[config.mk]
export PLATFORM = sky130hd
export DESIGN_NAME = ir_rx_fifo_irq
export DESIGN_NICKNAME = d
export VERILOG_FILES = /design/src/rtl/ir_rx_pkg.sv /design/src/rtl/ir_byte_fifo.sv /design/src/rtl/ir_evt_flags.sv /design/src/rtl/ir_level_cmp.sv /design/src/rtl/ir_rx_fifo_irq.sv
export SDC_FILE = /design/constraint.sdc
export NUM_CORES = 1
export LEC_CHECK = 0
export CORE_MARGIN = 2
export CORE_UTILIZATION = 50
export CTS_CLUSTER_SIZE = 12
export DETAILED_ROUTE_END_ITERATION = 6
export PLACE_DENSITY = 0.78
export SYNTH_ARGS = -nofsm -noshare
export SYNTH_HDL_FRONTEND = slang
export SYNTH_SLANG_ARGS = --single-unit
export TNS_END_PERCENT = 30
[constraint.sdc]
create_clock -name clk -period 3.1 [get_ports clk]
set_clock_uncertainty 0.15 [all_clocks]
set_input_delay 0.62 -clock clk [delete_from_list [all_inputs] [get_ports clk]]
set_output_delay 0.62 -clock clk [all_outputs]
set_load 0.01 [all_outputs]
[src/rtl/ir_rx_pkg.sv]
package ir_rx_pkg;
  localparam int OVF_BIT   = 0;
  localparam int PEND_BIT  = 1;
  localparam int AVAIL_BIT = 4;
  localparam int FIELD_LSB = 8;
  localparam int NUM_EVT   = 3;

  typedef enum logic [1:0] {
    EV_OVF   = 2'd0,
    EV_PEND  = 2'd1,
    EV_AVAIL = 2'd2
  } evt_e;

  function automatic int evt_bit(input int idx);
    case (idx)
      0:       return OVF_BIT;
      1:       return PEND_BIT;
      default: return AVAIL_BIT;
    endcase
  endfunction
endpackage

[src/rtl/ir_byte_fifo.sv]
module ir_byte_fifo #(
  parameter int DEPTH = 16,
  parameter int DW    = 8,
  localparam int AW    = $clog2(DEPTH),
  localparam int CNT_W = AW + 1
) (
  input  logic             clk,
  input  logic             rst_n,
  input  logic             push,
  input  logic [DW-1:0]    wdata,
  input  logic             pop,
  output logic [DW-1:0]    head,
  output logic [CNT_W-1:0] count,
  output logic             empty,
  output logic             full,
  output logic             drop
);
  logic [DW-1:0] mem [DEPTH];
  logic [AW-1:0] wr_ptr, rd_ptr;
  logic          pop_ok, push_ok;

  assign empty   = (count == '0);
  assign full    = (count == CNT_W'(DEPTH));
  assign pop_ok  = pop && !empty;
  assign push_ok = push && (!full || pop_ok);
  assign drop    = push && full && !pop_ok;
  assign head    = mem[rd_ptr];

  always_ff @(posedge clk) begin
    if (push_ok) mem[wr_ptr] <= wdata;
  end

  always_ff @(posedge clk or negedge rst_n) begin
    if (!rst_n) begin
      wr_ptr <= '0;
      rd_ptr <= '0;
      count  <= '0;
    end else begin
      if (push_ok) wr_ptr <= wr_ptr + AW'(1);
      if (pop_ok)  rd_ptr <= rd_ptr + AW'(1);
      case ({push_ok, pop_ok})
        2'b10:   count <= count + CNT_W'(1);
        2'b01:   count <= count - CNT_W'(1);
        default: count <= count;
      endcase
    end
  end
endmodule

[src/rtl/ir_evt_flags.sv]
module ir_evt_flags #(
  parameter int N = 3
) (
  input  logic         clk,
  input  logic         rst_n,
  input  logic [N-1:0] set_i,
  input  logic [N-1:0] clr_i,
  input  logic [N-1:0] en_i,
  output logic [N-1:0] flag_o,
  output logic         irq_o
);
  logic [N-1:0] gated;

  for (genvar g = 0; g < N; g++) begin : g_flag
    always_ff @(posedge clk or negedge rst_n) begin
      if (!rst_n)          flag_o[g] <= 1'b0;
      else if (set_i[g])   flag_o[g] <= 1'b1;
      else if (clr_i[g])   flag_o[g] <= 1'b0;
    end
    assign gated[g] = flag_o[g] & en_i[g];
  end

  assign irq_o = |gated;
endmodule

[src/rtl/ir_level_cmp.sv]
module ir_level_cmp #(
  parameter int CNT_W = 5,
  parameter int LVL_W = 8,
  localparam int CMP_W = (CNT_W > LVL_W) ? CNT_W : LVL_W
) (
  input  logic [CNT_W-1:0] count,
  input  logic [LVL_W-1:0] level,
  output logic             above
);
  logic [CMP_W-1:0] c_ext, l_ext;
  assign c_ext = CMP_W'(count);
  assign l_ext = CMP_W'(level);
  assign above = c_ext > l_ext;
endmodule

[src/rtl/ir_rx_fifo_irq.sv]
module ir_rx_fifo_irq #(
  parameter int DEPTH  = 16,
  parameter int DW     = 8,
  parameter int CFG_W  = 16,
  parameter int STAT_W = 16
) (
  input  logic              clk,
  input  logic              rst_n,
  input  logic              in_valid,
  output logic              in_ready,
  input  logic [DW-1:0]     in_data,
  input  logic              pkt_end,
  input  logic              rd_strobe,
  output logic [DW-1:0]     rd_data,
  input  logic [CFG_W-1:0]  cfg_word,
  input  logic              clr_valid,
  input  logic [7:0]        clr_mask,
  output logic [STAT_W-1:0] status_word,
  output logic              irq
);
  import ir_rx_pkg::*;

  localparam int CNT_W  = $clog2(DEPTH) + 1;
  localparam int LVL_W  = CFG_W - FIELD_LSB;
  localparam logic [CNT_W-1:0] CNT_MASK = CNT_W'(2 * DEPTH - 1);

  logic [DW-1:0]    head;
  logic [CNT_W-1:0] count;
  logic             empty, full, drop, above;
  logic [NUM_EVT-1:0] ev_set, ev_clr, ev_en, flags;
  logic             unused_cfg;

  assign in_ready = 1'b1;

  ir_byte_fifo #(.DEPTH(DEPTH), .DW(DW)) fifo_i (
    .clk(clk), .rst_n(rst_n),
    .push(in_valid), .wdata(in_data), .pop(rd_strobe),
    .head(head), .count(count), .empty(empty), .full(full), .drop(drop)
  );

  ir_level_cmp #(.CNT_W(CNT_W), .LVL_W(LVL_W)) cmp_i (
    .count(count), .level(cfg_word[CFG_W-1:FIELD_LSB]), .above(above)
  );

  always_comb begin
    ev_set = '0;
    ev_set[EV_OVF]   = drop;
    ev_set[EV_PEND]  = pkt_end;
    ev_set[EV_AVAIL] = above;
  end

  for (genvar e = 0; e < NUM_EVT; e++) begin : g_map
    assign ev_clr[e] = clr_valid & clr_mask[evt_bit(e)];
    assign ev_en[e]  = cfg_word[evt_bit(e)];
  end

  ir_evt_flags #(.N(NUM_EVT)) flags_i (
    .clk(clk), .rst_n(rst_n),
    .set_i(ev_set), .clr_i(ev_clr), .en_i(ev_en),
    .flag_o(flags), .irq_o(irq)
  );

  assign rd_data = empty ? '0 : head;

  always_comb begin
    status_word = '0;
    for (int e = 0; e < NUM_EVT; e++) status_word[evt_bit(e)] = flags[e];
    status_word[FIELD_LSB +: CNT_W] = count & CNT_MASK;
  end

  assign unused_cfg = ^{cfg_word[7:5], cfg_word[3:2], clr_mask[7:5], clr_mask[3:2], full};
endmodule

==> impl_metrics.ini <==
[timing]
tightestPinTransition_ps = 855
final.min_clock_period_ps = 3020
slew_headroom = 0.428
maxSlewViolCount = 0
fmax_mhz = 331
rsz0062_at_grt = yes
setup_viol_count_final = 0
hold_viol_final = 0
min_period_over_period = 0.974

[detailed_routing]
drtPass1Iterations = 5
finalWirelength_um = 12900
viasPerCell = 5.68
drc = 0
dr.first_iter.drc_count = 426
via_count = 3457
ant_nets = 0
drt-wirelength-per-cell_um = 21.1

[logic_synthesis]
synth.distinct_cells = 51
yosysWarnings = 0
synth_area_um2 = 6230
syn_avg_cell_area_um2 = 17.2
async_reset_ff_frac = 0.111
ys_seq_elements = 144
ys_seq_area_frac = 0.681
synth_edf_count = 128
postSynthCellCount = 362
synth_ff_type = edfxtp_1

[finish]
multi_input_area_um2 = 1790
syn2layout_area_growth_pct = 20.0
register_area_um2 = 4250
n_fill_cell = 875
nets = 479
final_cells = 609
diodes = 0
post-route-cell-area_um2 = 7470
drive_gt1_frac = 0.227

[clock_network]
clock_latency_ps = 410
clk_path_buf_depth = 2
cts_tree = built
htree_levels = 4
clk_pin_slew_ps = 60
hold_buffers = 0
cts_buffers = 17
cts.sinks = 144
cts-root-buf = clkbuf_16

[placed_design]
dpl-instance-area_um2 = 6950
io_buffer_count = 44
place_inst = 575
gp_congestion = 0.786
dp_hpwl_um = 7940

[floorplan]
core-area_um2 = 12100
fp.dieArea_um2 = 13400
io_pins = 64
initial_core_util = 0.514
rows = 40
die_h_um = 116
die_w_um = 116

[pwr]
internal-power_mw = 4.63
clkPwrFrac = 0.255
p_leak_nw = 2.64
swShare = 0.313
ir_worst_vdd_mv = 0.500
p_per_area_nw_per_um2 = 902
seqPwrFrac = 0.379
power_frac_comb = 0.366
p_sw_mw = 2.11

[flow_run]
maxCapViolations = 0

[worst_setup_path]
cp.required_ps = 2330
cp.arrival_ps = 2250
cp-start-kind = register
worstPathMaxFanout = 11
endpoint_kind = output port
setup.worst_path.class = reg2out

[global_route]
grt_pass1_vias = 3479
grt_antenna_before_repair = 0
grt_max_degree = 27
grt_usage = 0.207
gr-total-overflow = 0
grt_pass1_wl_um = 19700

[outcome]
status = finished, final reports clean

[worst_hold_path]
min_path_type = reg2reg
Yosys cell counts, types with 2 or more instances:
cell type / count / area (µm²)
xnor2_1: 7 / 61.3
buf_4: 12 / 90.1
o22ai_1: 2 / 12.5
nor2_1: 15 / 56.3
a31oi_1: 2 / 12.5
nor4_1: 5 / 31.3
o31ai_1: 3 / 22.5
dfrtp_1: 16 / 400
mux4_2: 32 / 721
mux2i_1: 10 / 100
inv_1: 15 / 56.3
xor2_1: 4 / 35.0
mux2_2: 9 / 101
edfxtp_1: 128 / 3840
nand2b_1: 3 / 18.8
buf_2: 7 / 35.0
conb_1: 2 / 7.51
nand3_1: 5 / 25.0
nor3_1: 2 / 10.0
ha_1: 12 / 150
a21oi_1: 10 / 50.1
o21ai_0: 11 / 55.1
and2_1: 4 / 25.0
nand2_1: 8 / 30.0
and3_1: 4 / 25.0
a21o_1: 2 / 15.0
clkbuf_1: 8 / 30.0
power by group through the flow:
| stage | clock, mW | sequential (mW) | combinational [mW] |
|---|---|---|---|
| floorplan | 0 | 2.53 | 1.57 |
| global placement | 0 | 2.55 | 2.37 |
| detailed placement | 0 | 2.58 | 2.44 |
| CTS | 1.73 | 2.55 | 2.48 |
| global route | 1.82 | 2.58 | 2.66 |
| finish | 1.72 | 2.55 | 2.47 |
kinds of logic (layout without fill, tap and decap cells):
| family | count (synthesis) | count (layout) | share of synthesized area |
|---|---|---|---|
| other cells | 2 | 9 | 0.00121 |
| mux | 51 | 51 | 0.148 |
| simple gates | 51 | 51 | 0.0418 |
| compound gates | 47 | 47 | 0.0518 |
| xor+xnor | 11 | 11 | 0.0155 |
| flops | 144 | 144 | 0.681 |
| buf+inv | 44 | 116 | 0.0364 |
| fa+ha+maj | 12 | 12 | 0.0241 |
registers in the layout (all words and copies together) (netlist names):
register	cells
fifo_i.count	5
fifo_i.mem	128
fifo_i.rd_ptr	4
flags_i.flag_o	3
fifo_i.wr_ptr	4
critical path, stage by stage (launching register included):
cell,delay [ps]
dfrtp_2,420
buf_12,170
mux4_2,510
mux2_2,290
o21ai_0,160
a21oi_1,100
buf_2,200
layout make-up:
cell class | count | share of cell area
Sequential cell | 144 | 0.568
Tap cell | 168 | 0.0281
Multi-Input combinational cell | 181 | 0.239
Clock buffer | 23 | 0.0599
Timing Repair Buffer | 70 | 0.0917
Clock inverter | 8 | 0.00569
Inverter | 15 | 0.00753
layer usage:
layer	wire length, µm	GRT usage	vias up
met1	5440	0.277	1766
met3	676	0.0439	18
met4	186	0.0762	0
li1	-	-	1549
met2	6570	0.339	124
met5	0	0	-
layout by cell type (no fill, tap or decap), types with 2 or more instances in the layout:
cell | synthesis | final
and2_1 | 4 | 4
o21ai_1 | 1 | 5
conb_1 | 2 | 9
clkdlybuf4s50_1 | 0 | 36
clkdlybuf4s15_1 | 0 | 3
a21o_1 | 2 | 2
a21oi_1 | 10 | 10
mux2i_1 | 10 | 10
buf_12 | 0 | 4
and3_1 | 4 | 4
clkinv_2 | 0 | 4
o22ai_1 | 2 | 2
nor4_1 | 5 | 5
clkbuf_2 | 0 | 2
nor2_1 | 15 | 15
edfxtp_1 | 128 | 128
clkinv_1 | 0 | 2
nand2b_1 | 3 | 3
ha_1 | 12 | 12
nand3_1 | 5 | 5
clkbuf_16 | 0 | 17
dfrtp_1 | 16 | 15
clkbuf_1 | 8 | 6
buf_2 | 7 | 3
xor2_1 | 4 | 4
buf_4 | 12 | 21
o31ai_1 | 3 | 3
clkinvlp_4 | 0 | 2
mux2_2 | 9 | 9
nand2_1 | 8 | 8
mux4_2 | 32 | 32
o21ai_0 | 11 | 7
nor3_1 | 2 | 2
inv_1 | 15 | 15
xnor2_1 | 7 | 7
a31oi_1 | 2 | 2
final timing paths:
| path | from | end | slack [ps] | depth (start not counted) |
|---|---|---|---|---|
| max reg2reg | fifo_i.count[0] | fifo_i.count[4] | 180 | 8 |
| min | flags_i.flag_o[2] | flags_i.flag_o[2] | 380 | 2 |
| min reg2reg | flags_i.flag_o[2] | flags_i.flag_o[2] | 380 | 2 |
| min in group asynchronous | rst_n | fifo_i.wr_ptr[1] | 550 | 1 |
| max in group asynchronous | rst_n | fifo_i.rd_ptr[1] | 1660 | 1 |
| max | fifo_i.rd_ptr[1] | rd_data[3] | 80 | 6 |
stage by stage:
step,total power [mW],util,setup TNS [ps],setup slack [ps],hold WS (ps)
after CTS,6.76,0.618,-73.6,-67.7,381
after global routing,7.07,0.617,-33.7,-17.2,402
after global placement,4.92,0.574,0,149,340
after detailed placement,5.01,0.574,0,95.4,361
after floorplan,4.11,-,0,320,174
final,6.74,0.617,0,79.4,376
timing repair:
action                                 4_1_cts  5_1_grt
setup buffers                                1        1
gates resized for setup                     20       11
setup endpoints to repair                    8        8
cloned                                       1        0
endpoints found under the hold margin        0        0
Power figures use the tool's default switching activity.
